### src/rtl/scsi_ofs_pkg.sv
// Package: shared widths and status-byte packing for the offset controller.
// Assumes an 8-bit register bus with a 3-bit sequence state and a 5-bit FIFO count.
package scsi_ofs_pkg;
    localparam int DATA_W   = 8;
    localparam int SEQ_W    = 3;
    localparam int FIFO_W   = 5;
    localparam int OPEN_BIT = 5;

    // Build the status byte in either the normal or the test-mode layout.
    function automatic logic [DATA_W-1:0] pack_status(
        input logic [SEQ_W-1:0]  seq,
        input logic [FIFO_W-1:0] fifo,
        input logic              tmode,
        input logic              win_open
    );
        logic [DATA_W-1:0] b;
        b = {seq, fifo};
        if (tmode) begin
            b[OPEN_BIT] = win_open;
        end
        return b;
    endfunction
endpackage

### src/rtl/ofs_limit_reg.sv
// Module: ofs_limit_reg
// Holds the offset limit written by software (pending). It copies the limit into
// the applied copy only while no bytes are outstanding.
// Assumes: synchronous active-low hard reset. soft_rst clears both copies.
module ofs_limit_reg #(
    parameter int OFS_W    = 4,
    parameter int ADDR_W   = 4,
    parameter int OFS_ADDR = 7
) (
    input  logic              clk,
    input  logic              rst_n,
    input  logic              soft_rst,
    input  logic              reg_wr,
    input  logic [ADDR_W-1:0] reg_addr,
    input  logic [7:0]        reg_wdata,
    input  logic              cnt_zero,
    output logic [OFS_W-1:0]  act_lim
);
    localparam logic [ADDR_W-1:0] HIT_ADDR = ADDR_W'(OFS_ADDR);

    logic [OFS_W-1:0] pend_lim;
    logic             wr_hit;

    // Decode a write to the offset register.
    always_comb wr_hit = reg_wr && (reg_addr == HIT_ADDR);

    // Capture the low bits of a write as the pending limit.
    always_ff @(posedge clk) begin
        if (!rst_n || soft_rst) begin
            pend_lim <= '0;
        end else if (wr_hit) begin
            pend_lim <= reg_wdata[OFS_W-1:0];
        end
    end

    // Apply the pending limit only when the window is empty.
    always_ff @(posedge clk) begin
        if (!rst_n || soft_rst) begin
            act_lim <= '0;
        end else if (cnt_zero) begin
            act_lim <= pend_lim;
        end
    end

    p_wr_load_r2: assert property (@(posedge clk) disable iff (!rst_n)
        (wr_hit && !soft_rst) |=> (pend_lim == $past(reg_wdata[OFS_W-1:0])));

    p_wr_other_r2: assert property (@(posedge clk) disable iff (!rst_n)
        (!wr_hit && !soft_rst) |=> $stable(pend_lim));

    p_hold_lim_r6: assert property (@(posedge clk) disable iff (!rst_n)
        (!cnt_zero && !soft_rst) |=> $stable(act_lim));

    p_soft_clr_r10: assert property (@(posedge clk) disable iff (!rst_n)
        soft_rst |=> (act_lim == '0 && pend_lim == '0));
endmodule

### src/rtl/ofs_window_ctr.sv
// Module: ofs_window_ctr
// Counts outstanding bytes against the applied limit and gates the strobe path.
// A limit of zero acts as a window of one, which gives interlocked transfers.
// Assumes: ack_in is a level that is synchronous to clk. Only its rising edge counts.
module ofs_window_ctr #(
    parameter int OFS_W = 4
) (
    input  logic             clk,
    input  logic             rst_n,
    input  logic             soft_rst,
    input  logic [OFS_W-1:0] act_lim,
    input  logic             xfer_req,
    input  logic             ack_in,
    output logic             permit,
    output logic             strobe,
    output logic [OFS_W-1:0] cnt,
    output logic             cnt_zero,
    output logic             proto_err
);
    logic [OFS_W-1:0] eff_lim;
    logic             ack_q;
    logic             ack_rise;
    logic             ack_take;
    logic             ack_bad;

    // A zero limit behaves as a one-byte window.
    always_comb eff_lim = (act_lim == '0) ? OFS_W'(1) : act_lim;

    // The window is open while the outstanding count is below the limit.
    always_comb begin
        permit   = (cnt < eff_lim);
        strobe   = xfer_req && permit;
        cnt_zero = (cnt == '0);
    end

    // Track the acknowledge level to find its rising edge.
    always_ff @(posedge clk) begin
        if (!rst_n) begin
            ack_q <= 1'b0;
        end else begin
            ack_q <= ack_in;
        end
    end

    // Sort each acknowledge edge into a retire or a protocol error.
    always_comb begin
        ack_rise = ack_in && !ack_q;
        ack_take = ack_rise && !cnt_zero;
        ack_bad  = ack_rise && cnt_zero;
    end

    // Count issued strobes up and accepted acknowledges down.
    always_ff @(posedge clk) begin
        if (!rst_n || soft_rst) begin
            cnt <= '0;
        end else if (strobe && !ack_take) begin
            cnt <= cnt + 1'b1;
        end else if (ack_take && !strobe) begin
            cnt <= cnt - 1'b1;
        end
    end

    // Latch a sticky error on an acknowledge with nothing outstanding.
    always_ff @(posedge clk) begin
        if (!rst_n || soft_rst) begin
            proto_err <= 1'b0;
        end else if (ack_bad) begin
            proto_err <= 1'b1;
        end
    end

    p_cnt_in_window_r3: assert property (@(posedge clk) disable iff (!rst_n)
        cnt <= eff_lim);

    p_async_one_r4: assert property (@(posedge clk) disable iff (!rst_n)
        (act_lim == '0 && !cnt_zero) |-> !permit);

    p_inc_r5: assert property (@(posedge clk) disable iff (!rst_n)
        (strobe && !ack_take && !soft_rst) |=> (cnt == $past(cnt) + 1'b1));

    p_both_r5: assert property (@(posedge clk) disable iff (!rst_n)
        (strobe && ack_take && !soft_rst) |=> $stable(cnt));

    p_err_set_r7: assert property (@(posedge clk) disable iff (!rst_n)
        (ack_bad && !soft_rst) |=> proto_err);

    p_err_sticky_r7: assert property (@(posedge clk) disable iff (!rst_n)
        (proto_err && !soft_rst) |=> proto_err);

    p_soft_clr_r10: assert property (@(posedge clk) disable iff (!rst_n)
        soft_rst |=> (cnt == '0 && !proto_err));
endmodule

### src/rtl/ofs_status_rd.sv
// Module: ofs_status_rd
// Read side of the shared register address: returns the status byte.
// Assumes: the read path is combinational and returns zero when not selected.
module ofs_status_rd #(
    parameter int ADDR_W   = 4,
    parameter int OFS_ADDR = 7
) (
    input  logic                                clk,
    input  logic                                rst_n,
    input  logic                                reg_rd,
    input  logic [ADDR_W-1:0]                   reg_addr,
    input  logic                                test_mode,
    input  logic [scsi_ofs_pkg::SEQ_W-1:0]      seq_state,
    input  logic [scsi_ofs_pkg::FIFO_W-1:0]     fifo_count,
    input  logic                                win_open,
    output logic [scsi_ofs_pkg::DATA_W-1:0]     reg_rdata
);
    import scsi_ofs_pkg::*;

    localparam logic [ADDR_W-1:0] HIT_ADDR = ADDR_W'(OFS_ADDR);

    logic rd_hit;

    // Select the status byte on a read of the shared address.
    always_comb begin
        rd_hit    = reg_rd && (reg_addr == HIT_ADDR);
        reg_rdata = rd_hit ? pack_status(seq_state, fifo_count, test_mode, win_open)
                           : '0;
    end

    p_rd_idle_r8: assert property (@(posedge clk) disable iff (!rst_n)
        !rd_hit |-> (reg_rdata == '0));

    p_tm_open_r9: assert property (@(posedge clk) disable iff (!rst_n)
        (rd_hit && test_mode) |-> (reg_rdata[OPEN_BIT] == win_open));

    p_fifo_field_r8: assert property (@(posedge clk) disable iff (!rst_n)
        rd_hit |-> (reg_rdata[FIFO_W-1:0] == fifo_count));
endmodule

### src/rtl/scsi_offset_throttle.sv
// Module: scsi_offset_throttle (top)
// Synchronous-offset flow controller. It gates byte strobes against a programmed
// window of outstanding handshakes and serves a write-limit / read-status register.
// Assumes: every input is synchronous to clk. Bus drivers and the FIFO are outside.
module scsi_offset_throttle #(
    parameter int OFS_W    = 4,
    parameter int ADDR_W   = 4,
    parameter int OFS_ADDR = 7
) (
    input  logic              clk,
    input  logic              rst_n,
    input  logic              soft_rst,
    input  logic              test_mode,
    input  logic              reg_wr,
    input  logic              reg_rd,
    input  logic [ADDR_W-1:0] reg_addr,
    input  logic [7:0]        reg_wdata,
    output logic [7:0]        reg_rdata,
    input  logic [2:0]        seq_state,
    input  logic [4:0]        fifo_count,
    input  logic              xfer_req,
    input  logic              ack_in,
    output logic              strb_ok,
    output logic              strb_out,
    output logic [OFS_W-1:0]  pend_cnt,
    output logic              proto_err
);
    logic [OFS_W-1:0] act_lim;
    logic             cnt_zero;

    ofs_limit_reg #(
        .OFS_W    (OFS_W),
        .ADDR_W   (ADDR_W),
        .OFS_ADDR (OFS_ADDR)
    ) u_lim (
        .clk       (clk),
        .rst_n     (rst_n),
        .soft_rst  (soft_rst),
        .reg_wr    (reg_wr),
        .reg_addr  (reg_addr),
        .reg_wdata (reg_wdata),
        .cnt_zero  (cnt_zero),
        .act_lim   (act_lim)
    );

    ofs_window_ctr #(
        .OFS_W (OFS_W)
    ) u_win (
        .clk       (clk),
        .rst_n     (rst_n),
        .soft_rst  (soft_rst),
        .act_lim   (act_lim),
        .xfer_req  (xfer_req),
        .ack_in    (ack_in),
        .permit    (strb_ok),
        .strobe    (strb_out),
        .cnt       (pend_cnt),
        .cnt_zero  (cnt_zero),
        .proto_err (proto_err)
    );

    ofs_status_rd #(
        .ADDR_W   (ADDR_W),
        .OFS_ADDR (OFS_ADDR)
    ) u_rd (
        .clk        (clk),
        .rst_n      (rst_n),
        .reg_rd     (reg_rd),
        .reg_addr   (reg_addr),
        .test_mode  (test_mode),
        .seq_state  (seq_state),
        .fifo_count (fifo_count),
        .win_open   (strb_ok),
        .reg_rdata  (reg_rdata)
    );

    p_strobe_gated_r3: assert property (@(posedge clk) disable iff (!rst_n)
        strb_out |-> (strb_ok && xfer_req));

    p_reset_state_r1: assert property (@(posedge clk)
        !rst_n |=> (pend_cnt == '0 && !proto_err));
endmodule

### config.mk
export PLATFORM = sky130hd
export DESIGN_NAME = scsi_offset_throttle
export DESIGN_NICKNAME = d
export VERILOG_FILES = /design/src/rtl/scsi_ofs_pkg.sv /design/src/rtl/ofs_limit_reg.sv /design/src/rtl/ofs_window_ctr.sv /design/src/rtl/ofs_status_rd.sv /design/src/rtl/scsi_offset_throttle.sv
export SDC_FILE = /design/constraint.sdc
export NUM_CORES = 1
export LEC_CHECK = 0
export BUFFER_PORTS_ARGS = -buffer_cell sky130_fd_sc_hd__clkbuf_2
export CORE_MARGIN = 3
export CORE_UTILIZATION = 44
export CTS_CLUSTER_SIZE = 16
export DETAILED_ROUTE_END_ITERATION = 10
export PLACE_DENSITY = 0.83
export SYNTH_ARGS = -nofsm -noshare
export SYNTH_HDL_FRONTEND = slang
export SYNTH_HIERARCHICAL = 1
export SYNTH_SLANG_ARGS = --single-unit
### constraint.sdc
create_clock -name clk -period 3.53 [get_ports clk]
set_input_delay 0.353 -clock clk [delete_from_list [all_inputs] [get_ports clk]]
set_output_delay 0.353 -clock clk [all_outputs]
set_load 0.005 [all_outputs]
==> reports/qor.csv <==
stage,metric,value,unit
status,status,completed,
floorplanning,Rows,15,
detailed_routing,via/cell ratio,5.10,
detailed_routing,Starting DRT DRC Count,9,
clock_tree,post-CTS setup buffers,0,
cells_and_area,Util after Layout,61.5,%
worst_setup_path,Worst Setup End Kind,flip-flop,
cells_and_area,fin area,0.00110,sq mm
global_routing,largest net degree at the start of global routing,17,
sta,fin. max-slew vios,0,
yosys,top-count cell post-synth,dfxtp_1,
worst_setup_path,"reg-to-reg slack, setup",0.61,ns
yosys,top cell type's share of synthesized area,32.7,%
cells_and_area,FF/Latch Area,280,sq um
sta,final setup fails,0,
yosys,Seq cells post-synth,14,
floorplanning,initial core utilization,48.1,%
yosys,Syn Std Cell Area,857,sq um
worst_setup_path,CP Launch Point,u_win/cnt[1],
placement,Placed Instance Area,0.00106,sq mm
clock_tree,Max Buffers Root-to-Sink,2,
yosys,post-synth top area cell,dfxtp_1,
cells_and_area,Multi-input gate area,526,sq um
detailed_routing,post-route ant nets,0,
clock_tree,hold buffers post-CTS,0,
sta,Slew HR,72.7,%
worst_setup_path,crit path to,u_win/cnt[3],
cells_and_area,diode count,0,
clock_tree,CTS tree,done,
placement,DP HPWL,1600,um
job,total of max-cap violations,0,
cells_and_area,area overhead of the layout relative to synthesis,28.0,%
pwr,pwr dens,803,mW/mm^2
clock_tree,worst skew pair latency,0.28,ns
yosys,Syn Inst Count,93,
floorplanning,DIE WIDTH,50.1,um
sta,FMAX,0.343,GHz
worst_setup_path,reg2reg end,u_win/cnt[3],
floorplanning,core area,0.00178,sq mm
global_routing,first-pass GRT wire length,3180,um
placement,PortBufs,38,
pwr,Seq pwr share,25.4,%
sta,Final Critical Period,2.92,ns
detailed_routing,detailed-route via count,801,
min_path,hold path depth,2,
pwr,Pint,512,uW
global_routing,initial antenna violation count,0,
clock_tree,clock tree sinks,14,
worst_setup_path,crit-path max FO,6,
floorplanning,# IOs,43,
yosys,"Seq/Total Area, Yosys",32.7,%
pwr,Sw Ratio,41.9,%
detailed_routing,Pre-antenna DRT Iters,3,
worst_setup_path,Worst EP required,3.71,ns
global_routing,all-layer global routing usage,16.3,%
min_path,min-delay worst type,in2reg,
cells_and_area,fillers,159,
sta,measured slew at the worst slew-check pin,0.406,ns
worst_setup_path,"Arr. time, crit path",3.10,ns
worst_setup_path,class of the most critical setup path,reg2reg,
floorplanning,chip height,50.1,um
yosys,Post-synth top flop,dfxtp_1,
detailed_routing,final wirelength,1920,um
sta,"Hold Violations, Final",0,
yosys,synth top area cells,"dfxtp_1, ha_1, mux2i_1",
pwr,combinational share of power,61.3,%
sta,Tcrit/Tclk final,82.7,%
placement,routability cong.,0.791,
yosys,synth cell count leaders,"dfxtp_1, nor2_1, inv_1, nor3b_1",
floorplanning,die area,0.00251,sq mm
cells_and_area,Final Non-Filler Cells,157,
clock_tree,Root Driver,clkbuf_4,
global_routing,vias in the first global route,790,
clock_tree,Clock transition at path regs,0.09,ns
sta,WHS,0.314,ns
pwr,switching power,369,uW
yosys,yosys warns,6,
placement,post-placement cell count,153,
sta,clock skew,0.00140,ns
worst_setup_path,Reg2Reg Launch Point,u_win/cnt[1],
sta,unrepaired setup endpoints after global routing,false,
clock_tree,CTS Buf Count,3,
yosys,Post-Syn Area per Cell,9.22,sq um
global_routing,GRT overflow,0,
pwr,Clk pwr share,13.3,%
pwr,VDD IR max,0.000394,V
worst_setup_path,Worst Reg2Reg Path Length in Cells,10,
worst_setup_path,Startpoint Class,flip-flop,
clock_tree,CTS-repair resized insts,0,
detailed_routing,DRC,0,
cells_and_area,NumNets Final,168,
cells_and_area,layout cells sized above 1,37.1,%
clock_tree,htree depth,1,
yosys,"EDFF count, synth",0,
pwr,Lkg Pwr,0.509,nW
detailed_routing,wire per inst,12.2,um
sta,setup TNS,0,ns
yosys,Syn Nets,128,
yosys,Synth cell types,30,
yosys,Async SR Flop Fraction,0,%
==> power groups by stage <==
stage / clock [mW] / sequential (mW) / combinational [mW]
detailed placement: 0 / 0.229 / 0.539
CTS: 0.122 / 0.225 / 0.543
global placement: 0 / 0.227 / 0.514
global route: 0.129 / 0.231 / 0.603
finish: 0.117 / 0.223 / 0.540
floorplan: 0 / 0.223 / 0.412
==> stage by stage <==
step | setup slack, ns | power (mW)
5_1_grt | 0.390 | 0.962
6_report | 0.612 | 0.881
4_1_cts | 0.582 | 0.890
3_3_place_gp | 0.710 | 0.741
2_1_floorplan | 0.814 | 0.635
3_5_place_dp | 0.662 | 0.767
==> routing by layer <==
layer / routed length, um / global-route usage [%] / share of wire (%)
met5: 0 / 0 / 0
met4: 11 / 2.76 / 0.57
met3: 102 / 5.64 / 5.3
met2: 1040 / 31.7 / 54
met1: 768 / 16.5 / 40
==> critical path: stages, from the launching register on <==
cell      delay [ns]
dfxtp_1         0.47
ha_1            0.28
a21o_1          0.17
a311oi_1        0.41
ha_1            0.25
inv_1           0.10
ha_1            0.36
a21oi_2         0.20
a211oi_2        0.09
a31oi_1         0.16
mux2_1          0.33
==> area by class of cell <==
cell class | instances | area share (%)
Clock buffer | 4 | 3.31
Inverter | 7 | 2.39
Multi-Input combinational cell | 68 | 47.9
Sequential cell | 14 | 25.5
Tap cell | 25 | 2.85
Timing Repair Buffer | 39 | 18.0
==> worst min path at each step <==
stage	startpoint	endpoint	slack, ns
after floorplan	u_lim/pend_lim[0]	u_lim/pend_lim[0]	0.45
after global placement	u_win/proto_err	u_win/proto_err	0.45
after detailed placement	u_lim/pend_lim[3]	u_lim/pend_lim[3]	0.47
after CTS	ack_in	u_win/ack_q	0.31
after global routing	ack_in	u_win/ack_q	0.31
final	ack_in	u_win/ack_q	0.31
==> cells in the final DEF (no fill, tap or decap) <==
cell type	synthesis	final
a211oi_2	1	1
a21o_1	2	2
a21oi_1	5	5
a21oi_2	1	1
a311oi_1	1	1
a31oi_1	3	3
and2_1	1	1
and4_4	1	1
buf_4	0	1
clkbuf_2	1	38
clkbuf_4	0	3
clkbuf_8	0	1
dfxtp_1	14	14
fa_1	1	1
ha_1	6	6
inv_1	7	7
mux2_1	1	1
mux2i_1	6	6
nand2b_1	2	2
nand3_2	1	1
nand3b_1	5	5
nand4_1	1	1
nand4_4	1	1
nor2_1	12	12
nor3_1	2	2
nor3b_1	7	7
nor4_2	1	1
o21ai_0	4	4
o21bai_1	1	1
xnor2_1	1	1
xor2_1	1	1
==> logic make-up (layout without fill, tap and decap cells) <==
| family | after synthesis | in the layout | synth area share (%) |
|---|---|---|---|
| DFF | 14 | 14 | 32.7 |
| and+or+nand+nor | 34 | 34 | 26.3 |
| muxes | 7 | 7 | 8.32 |
| AOI/OAI and AO/OA | 18 | 18 | 13.6 |
| adders and majority gates | 7 | 7 | 11.1 |
| buffers and inverters | 11 | 50 | 5.99 |
| xor gates and xnor gates | 2 | 2 | 2.04 |
==> sequential cells by signal, summed over array words and instances (netlist names) <==
register and flops:
u_lim/pend_lim 4, u_lim/act_lim 4, u_win/ack_q 1, u_win/proto_err 1
u_win/cnt 4
No activity file was read; power rests on OpenSTA's default activity.
